File: src/rtl/svd_pkg.sv
package svd_pkg;

  // Control register layout
  localparam int unsigned CTRL_W      = 8;
  localparam logic [7:0]  CTRL_RST    = 8'h36;
  localparam int unsigned BIT_NRZI_EN = 1;
  localparam int unsigned BIT_DSCR_EN = 2;
  localparam int unsigned BIT_SYNC_EN = 4;
  localparam int unsigned BIT_CLIP_EN = 5;

  // Decoded stage enables
  typedef struct packed {
    logic clip_en;
    logic sync_en;
    logic dscr_en;
    logic nrzi_en;
  } svd_cfg_t;

endpackage

File: src/rtl/svd_ctrl_reg.sv
module svd_ctrl_reg
  import svd_pkg::*;
(
  input  logic              clk,
  input  logic              rst_n,
  input  logic              we_i,
  input  logic [CTRL_W-1:0] wdata_i,
  output svd_cfg_t          cfg_o
);

  logic [CTRL_W-1:0] reg_q;
  logic [CTRL_W-1:0] reg_d;

  always_comb begin
    reg_d = reg_q;
    if (we_i) begin
      reg_d = wdata_i;
    end
  end

  always_ff @(posedge clk or negedge rst_n) begin
    if (!rst_n) begin
      reg_q <= CTRL_RST;
    end else begin
      reg_q <= reg_d;
    end
  end

  always_comb begin
    cfg_o.nrzi_en = reg_q[BIT_NRZI_EN];
    cfg_o.dscr_en = reg_q[BIT_DSCR_EN];
    cfg_o.sync_en = reg_q[BIT_SYNC_EN];
    cfg_o.clip_en = reg_q[BIT_CLIP_EN];
  end

  // the register only changes on a write cycle
  p_hold_r8: assert property (@(posedge clk) disable iff (!rst_n)
    !we_i |=> $stable(reg_q));

endmodule

File: src/rtl/svd_nrzi_dec.sv
module svd_nrzi_dec (
  input  logic clk,
  input  logic rst_n,
  input  logic en_i,
  input  logic bit_i,
  output logic bit_o
);

  logic prev_q;
  logic out_q;
  logic out_d;

  always_comb begin
    if (en_i) begin
      out_d = bit_i ^ prev_q;
    end else begin
      out_d = bit_i;
    end
  end

  always_ff @(posedge clk or negedge rst_n) begin
    if (!rst_n) begin
      prev_q <= 1'b0;
      out_q  <= 1'b0;
    end else begin
      prev_q <= bit_i;
      out_q  <= out_d;
    end
  end

  assign bit_o = out_q;

  // bypass forwards the line bit with one register of delay
  p_bypass_r2: assert property (@(posedge clk) disable iff (!rst_n)
    !en_i |=> (bit_o == $past(bit_i)));

endmodule

File: src/rtl/svd_descram.sv
module svd_descram #(
  parameter int unsigned TAP_A = 4,
  parameter int unsigned TAP_B = 9
) (
  input  logic clk,
  input  logic rst_n,
  input  logic en_i,
  input  logic bit_i,
  output logic bit_o
);

  localparam int unsigned SH_W = TAP_B;

  logic [SH_W-1:0] sh_q;
  logic [SH_W-1:0] sh_d;
  logic            out_q;
  logic            out_d;
  logic            fb;

  always_comb begin
    sh_d = {sh_q[SH_W-2:0], bit_i};
    fb   = sh_q[TAP_A-1] ^ sh_q[TAP_B-1];
    if (en_i) begin
      out_d = bit_i ^ fb;
    end else begin
      out_d = bit_i;
    end
  end

  always_ff @(posedge clk or negedge rst_n) begin
    if (!rst_n) begin
      sh_q  <= '0;
      out_q <= 1'b0;
    end else begin
      sh_q  <= sh_d;
      out_q <= out_d;
    end
  end

  assign bit_o = out_q;

  // bypass forwards the input bit with one register of delay
  p_bypass_r3: assert property (@(posedge clk) disable iff (!rst_n)
    !en_i |=> (bit_o == $past(bit_i)));

endmodule

File: src/rtl/svd_framer.sv
module svd_framer #(
  parameter int unsigned WORD_W  = 10,
  parameter int unsigned TRS_LEN = 3,
  parameter int unsigned CLIP_W  = 2
) (
  input  logic              clk,
  input  logic              rst_n,
  input  logic              bit_i,
  input  logic              sync_en_i,
  input  logic              clip_en_i,
  output logic [WORD_W-1:0] word_o,
  output logic              word_vld_o,
  output logic              sync_det_o
);

  localparam int unsigned HIST_W = (TRS_LEN + 1) * WORD_W;
  localparam int unsigned CNT_W  = $clog2(WORD_W);
  localparam int unsigned TW     = $clog2(TRS_LEN + 1);
  localparam logic [WORD_W-1:0] ONES = {WORD_W{1'b1}};

  logic [HIST_W-1:0] hist_q, hist_d;
  logic [CNT_W-1:0]  cnt_q, cnt_d;
  logic [TW-1:0]     trs_q, trs_d;
  logic [WORD_W-1:0] word_q, word_d;
  logic              vld_q, vld_d;
  logic              sync_q, sync_d;
  logic              trs_hit;
  logic              wrap;

  // Newest bit enters at the top, so the low slice holds the oldest word.
  always_comb begin
    hist_d  = {bit_i, hist_q[HIST_W-1:1]};
    trs_hit = sync_en_i
            && (hist_q[2*WORD_W-1:WORD_W] == ONES)
            && (hist_q[HIST_W-1:2*WORD_W] == '0);
    wrap    = (cnt_q == CNT_W'(WORD_W - 1));

    if (trs_hit || wrap) begin
      cnt_d = '0;
    end else begin
      cnt_d = cnt_q + CNT_W'(1);
    end

    word_d = word_q;
    vld_d  = 1'b0;
    trs_d  = trs_q;
    if (wrap) begin
      vld_d  = 1'b1;
      word_d = hist_q[WORD_W-1:0];
      if (trs_q != '0) begin
        if (clip_en_i) begin
          word_d[CLIP_W-1:0] = '0;
        end
        trs_d = trs_q - TW'(1);
      end
    end
    if (trs_hit) begin
      trs_d = TW'(TRS_LEN);
    end

    sync_d = sync_en_i && (sync_q || trs_hit);
  end

  always_ff @(posedge clk or negedge rst_n) begin
    if (!rst_n) begin
      hist_q <= '0;
      cnt_q  <= '0;
      trs_q  <= '0;
      word_q <= '0;
      vld_q  <= 1'b0;
      sync_q <= 1'b0;
    end else begin
      hist_q <= hist_d;
      cnt_q  <= cnt_d;
      trs_q  <= trs_d;
      word_q <= word_d;
      vld_q  <= vld_d;
      sync_q <= sync_d;
    end
  end

  assign word_o     = word_q;
  assign word_vld_o = vld_q;
  assign sync_det_o = sync_q;

  // the strobe never lasts two cycles
  p_strobe_pulse_r7: assert property (@(posedge clk) disable iff (!rst_n)
    word_vld_o |=> !word_vld_o);

  // detection switched off clears the flag one cycle later
  p_sync_off_r5: assert property (@(posedge clk) disable iff (!rst_n)
    !sync_en_i |=> !sync_det_o);

  // the flag only rises while detection is enabled
  p_sync_rise_r4: assert property (@(posedge clk) disable iff (!rst_n)
    $rose(sync_det_o) |-> $past(sync_en_i));

  // a clipped word never reaches the output with low bits set
  p_clip_r6: assert property (@(posedge clk) disable iff (!rst_n)
    (wrap && clip_en_i && (trs_q != '0)) |=> (word_o[CLIP_W-1:0] == '0));

endmodule

File: src/rtl/svd_rx_top.sv
module svd_rx_top
  import svd_pkg::*;
#(
  parameter int unsigned WORD_W = 10,
  parameter int unsigned TAP_A  = 4,
  parameter int unsigned TAP_B  = 9
) (
  input  logic              clk,
  input  logic              rst_n,
  input  logic              sdi_i,
  input  logic              ctrl_we_i,
  input  logic [CTRL_W-1:0] ctrl_wdata_i,
  output logic [WORD_W-1:0] word_o,
  output logic              word_vld_o,
  output logic              sync_det_o
);

  svd_cfg_t cfg;
  logic     nrz_bit;
  logic     plain_bit;

  svd_ctrl_reg u_ctrl (
    .clk     (clk),
    .rst_n   (rst_n),
    .we_i    (ctrl_we_i),
    .wdata_i (ctrl_wdata_i),
    .cfg_o   (cfg)
  );

  svd_nrzi_dec u_nrzi (
    .clk   (clk),
    .rst_n (rst_n),
    .en_i  (cfg.nrzi_en),
    .bit_i (sdi_i),
    .bit_o (nrz_bit)
  );

  svd_descram #(
    .TAP_A (TAP_A),
    .TAP_B (TAP_B)
  ) u_dscr (
    .clk   (clk),
    .rst_n (rst_n),
    .en_i  (cfg.dscr_en),
    .bit_i (nrz_bit),
    .bit_o (plain_bit)
  );

  svd_framer #(
    .WORD_W  (WORD_W),
    .TRS_LEN (3),
    .CLIP_W  (2)
  ) u_frm (
    .clk        (clk),
    .rst_n      (rst_n),
    .bit_i      (plain_bit),
    .sync_en_i  (cfg.sync_en),
    .clip_en_i  (cfg.clip_en),
    .word_o     (word_o),
    .word_vld_o (word_vld_o),
    .sync_det_o (sync_det_o)
  );

endmodule

File: config.mk
export PLATFORM = sky130hd
export DESIGN_NAME = svd_rx_top
export DESIGN_NICKNAME = d
export VERILOG_FILES = /design/src/rtl/svd_pkg.sv /design/src/rtl/svd_ctrl_reg.sv /design/src/rtl/svd_nrzi_dec.sv /design/src/rtl/svd_descram.sv /design/src/rtl/svd_framer.sv /design/src/rtl/svd_rx_top.sv
export SDC_FILE = /design/constraint.sdc
export NUM_CORES = 1
export LEC_CHECK = 0
export BUFFER_PORTS_ARGS = -buffer_cell sky130_fd_sc_hd__buf_2
export CAP_MARGIN = 20
export CELL_PAD_IN_SITES_DETAIL_PLACEMENT = 1
export CELL_PAD_IN_SITES_GLOBAL_PLACEMENT = 1
export CORE_AREA = 2 2 73 75
export DETAILED_ROUTE_END_ITERATION = 6
export DIE_AREA = 0 0 75 77
export PLACE_DENSITY_LB_ADDON = 0.1
export SETUP_SLACK_MARGIN = 0.4
export SLEW_MARGIN = 20
export SYNTH_ARGS = -nofsm -noshare
export SYNTH_HDL_FRONTEND = slang
export SYNTH_HIERARCHICAL = 1
export SYNTH_SLANG_ARGS = --single-unit
File: constraint.sdc
create_clock -name clk -period 2.05 [get_ports clk]
set_input_delay 0.41 -clock clk [delete_from_list [all_inputs] [get_ports clk]]
set_output_delay 0.41 -clock clk [all_outputs]
set_load 0.02 [all_outputs]
==> run summary <==
critical path capture point type: flip-flop
mapped cell area: 2290 sq um
fin crit share: 91.1%
Final Max Tran Viols: 0
switching share of power: 23.6%
first-pass GRT wire length: 6.35 mm
CP max stage cell: dfstp_2
total die area: 5780 sq um
sequential share of the synthesized area: 81.2%
post-synthesis average cell area: 15.4 sq um
Mapped Cells: 149
worst path bufs/invs: 0
htree depth: 3
sequential share of power: 57.8%
Die Ht: 77 um
WP data arrival: 2.14 ns
Worst VDD drop: 0.649 mV
CORE AREA: 4980 sq um
worst reg2reg path startpoint: u_ctrl/reg_q[4]$_DFFE_PN1P_
placed wire-length estimate: 2.49 mm
clock buffer count from CTS: 9
area grow syn2layout: 20.5%
Hold Vio Cnt, Final: 0
Static Leak: 1.27 nW
via count: 1196
reg2reg setup slack: 0.18 ns
total grt overflow: 0
Max Cap Violations: 0
clk_skew: 0.00880 ns
pin count of the biggest net entering global routing: 34
switching power: 0.785 mW
min cycle time layout: 1.87 ns
PD cells: 1210 nW/um^2
chip width: 75 um
register bit total from synthesis: 74
syn nets: 164
initial antenna violation count: 0
IO buf count: 19
WL/cell: 14.2 um
reg2reg path depth: 4
most frequent cells in the layout: dfrtp_1, nand2_1, buf_2
Yosys warning count: 6
Reg clk slew, reported paths: 0.07 ns
DRT antenna net count: 0
TritonCTS clock tree: built
cell family with most CP delay: simple AND/OR/NAND/NOR gates
setup TNS: 0 ns
status: complete, no violations
drt drc: 0
ANT cells: 0
IO Pins: 24
fraction of layout cells with a size suffix above 1: 27.1%
crit-path max cell delay: 0.54 ns
Clk Latency, worst-skew pair: 0.34 ns
CTS Sinks: 74
required time of the critical path: 2.32 ns
peak fanout along the critical path: 3
GRT Total Usage: 15.3%
ratio of routed vias to standard cells: 4.64
GPL Wtd Cong: 0.735
total power: 3.32 mW
worst hold path type: in2async
Pint: 2.54 mW
RR Endpoint: u_frm/sync_det_o$_DFF_PN0_
Cell variety after synth: 25
cells along the critical path: or4b_1, or4_4, or2_4, a21boi_2
CP Class: reg2reg
Min Hold Slack: 0.0560 ns
count of final setup violators: 0
Slew @ Worst Pin: 0.543 ns
Max Clock Freq: 535 MHz
Initial Util: 46.0%
power share of the combinational group: 6.0%
drt first pass iters: 3
Max-slew headroom: 63.8%
DRT iter0 DRCs: 39
clock power share: 36.1%
row count: 26
Routed Wire Length: 3.66 mm
number of global-route vias before repair: 1347
Worst setup SP type: flip-flop
clock buffer depth: 2
unrepaired setup endpoints after global routing: yes
Root Buffer: clkbuf_8
hold_buf cts: 0
most common cell after layout, fill and taps aside: dfrtp_1
Final #Nets: 198
## worst reg2reg max path: stages (launching register included)
cell	delay [ns]
dfstp_2	0.54
or4b_1	0.43
or4_4	0.45
or2_4	0.26
a21boi_2	0.13
## what timing repair did
item	CTS	global route
gates resized for setup	4	0
pin swaps	0	1
setup endpoints to repair	7	7
setup buffers	2	0
hold endpoints to repair	0	0
## through the flow
| stage | cells | utilization, % | setup WS, ns | instance area (sq um) |
|---|---|---|---|---|
| final | 258 | 55.4 | 0.182 | 2760 |
| after global routing | 258 | 55.4 | 0.125 | 2760 |
| after CTS | 258 | 55.4 | 0.173 | 2760 |
| after floorplan | 149 | - | 0.269 | 2290 |
| after global placement | 240 | 50.5 | 0.140 | 2510 |
| after detailed placement | 240 | 50.5 | 0.0993 | 2510 |
## registers in the layout (all words and copies together) (netlist names)
signal            cells
u_dscr/bit_o          1
u_ctrl/reg_q          4
u_nrzi/bit_o          1
u_frm/cnt_q           4
u_frm/word_vld_o      1
u_frm/trs_q           2
u_frm/sync_det_o      1
u_nrzi/prev_q         1
u_dscr/sh_q           9
u_frm/hist_q         40
u_frm/word_o         10
## worst max-delay path by stage
| stage | startpoint | to | depth (start not counted) |
|---|---|---|---|
| global placement | u_ctrl/reg_q[4]$_DFFE_PN1P_ | u_frm/cnt_q[3]$_DFF_PN0_ | 4 |
| global route | u_ctrl/reg_q[4]$_DFFE_PN1P_ | u_frm/trs_q[1]$_DFFE_PN0P_ | 4 |
| CTS | u_ctrl/reg_q[4]$_DFFE_PN1P_ | u_frm/sync_det_o$_DFF_PN0_ | 4 |
| floorplan | u_ctrl/reg_q[4]$_DFFE_PN1P_ | u_frm/trs_q[1]$_DFFE_PN0P_ | 4 |
| finish | u_ctrl/reg_q[4]$_DFFE_PN1P_ | u_frm/sync_det_o$_DFF_PN0_ | 4 |
| detailed placement | u_frm/hist_q[23]$_DFF_PN0_ | u_frm/cnt_q[2]$_DFF_PN0_ | 4 |
## Yosys cell counts
cell type / instances / share of area [%]
nand2_1: 31 / 5.1
inv_1: 4 / 0.66
dfstp_2: 4 / 4.6
or4_1: 1 / 0.33
dfrtp_1: 70 / 77
ha_1: 3 / 1.6
xor2_1: 2 / 0.77
o311ai_0: 1 / 0.38
nand3_1: 1 / 0.22
nor2_1: 5 / 0.82
o21ai_1: 1 / 0.22
clkinv_1: 1 / 0.16
o21ai_0: 3 / 0.66
clkbuf_1: 1 / 0.16
mux2_2: 4 / 2.0
nand3b_1: 1 / 0.33
or4b_1: 2 / 0.88
xnor2_1: 4 / 1.5
a21boi_2: 1 / 0.49
nand4_1: 3 / 0.82
nor4b_1: 1 / 0.38
nor3_1: 1 / 0.22
or2_1: 1 / 0.27
nor4_1: 2 / 0.55
nand2b_1: 1 / 0.27
## per-layer routing
metal | track usage, % | vias to the layer above | wire length (um)
li1 | - | 558 | -
met1 | 18.3 | 610 | 1580
met2 | 24.4 | 26 | 1920
met3 | 7.10 | 2 | 152
met4 | 4.82 | 0 | 11
met5 | 0 | - | 0
## cell families after synthesis
| family | count (synthesis) | synth area share (%) |
|---|---|---|
| muxes | 4 | 1.97 |
| buffers and inverters | 6 | 0.984 |
| and+or+nand+nor | 50 | 10.2 |
| DFF | 74 | 81.2 |
| adders and majority gates | 3 | 1.64 |
| xor gates and xnor gates | 6 | 2.30 |
| AOI/OAI and AO/OA | 6 | 1.75 |
## power groups by stage
stage	registers, mW	clock network (mW)	logic, mW
2_1_floorplan	1.92	0	0.0757
3_3_place_gp	1.93	0	0.185
3_5_place_dp	1.95	0	0.193
4_1_cts	1.93	1.24	0.207
5_1_grt	1.96	1.31	0.234
6_report	1.92	1.20	0.201
## area by class of cell
type / instances / area (sq um)
fillers: 505 / 2220
clock inverters: 6 / 88.8
well taps: 70 / 87.6
clock buffers: 10 / 128
flip-flops and latches: 74 / 1860
repair buffers: 24 / 158
multi-input cells: 69 / 418
inverters: 5 / 18.8
(Power assumes the default switching activity.)
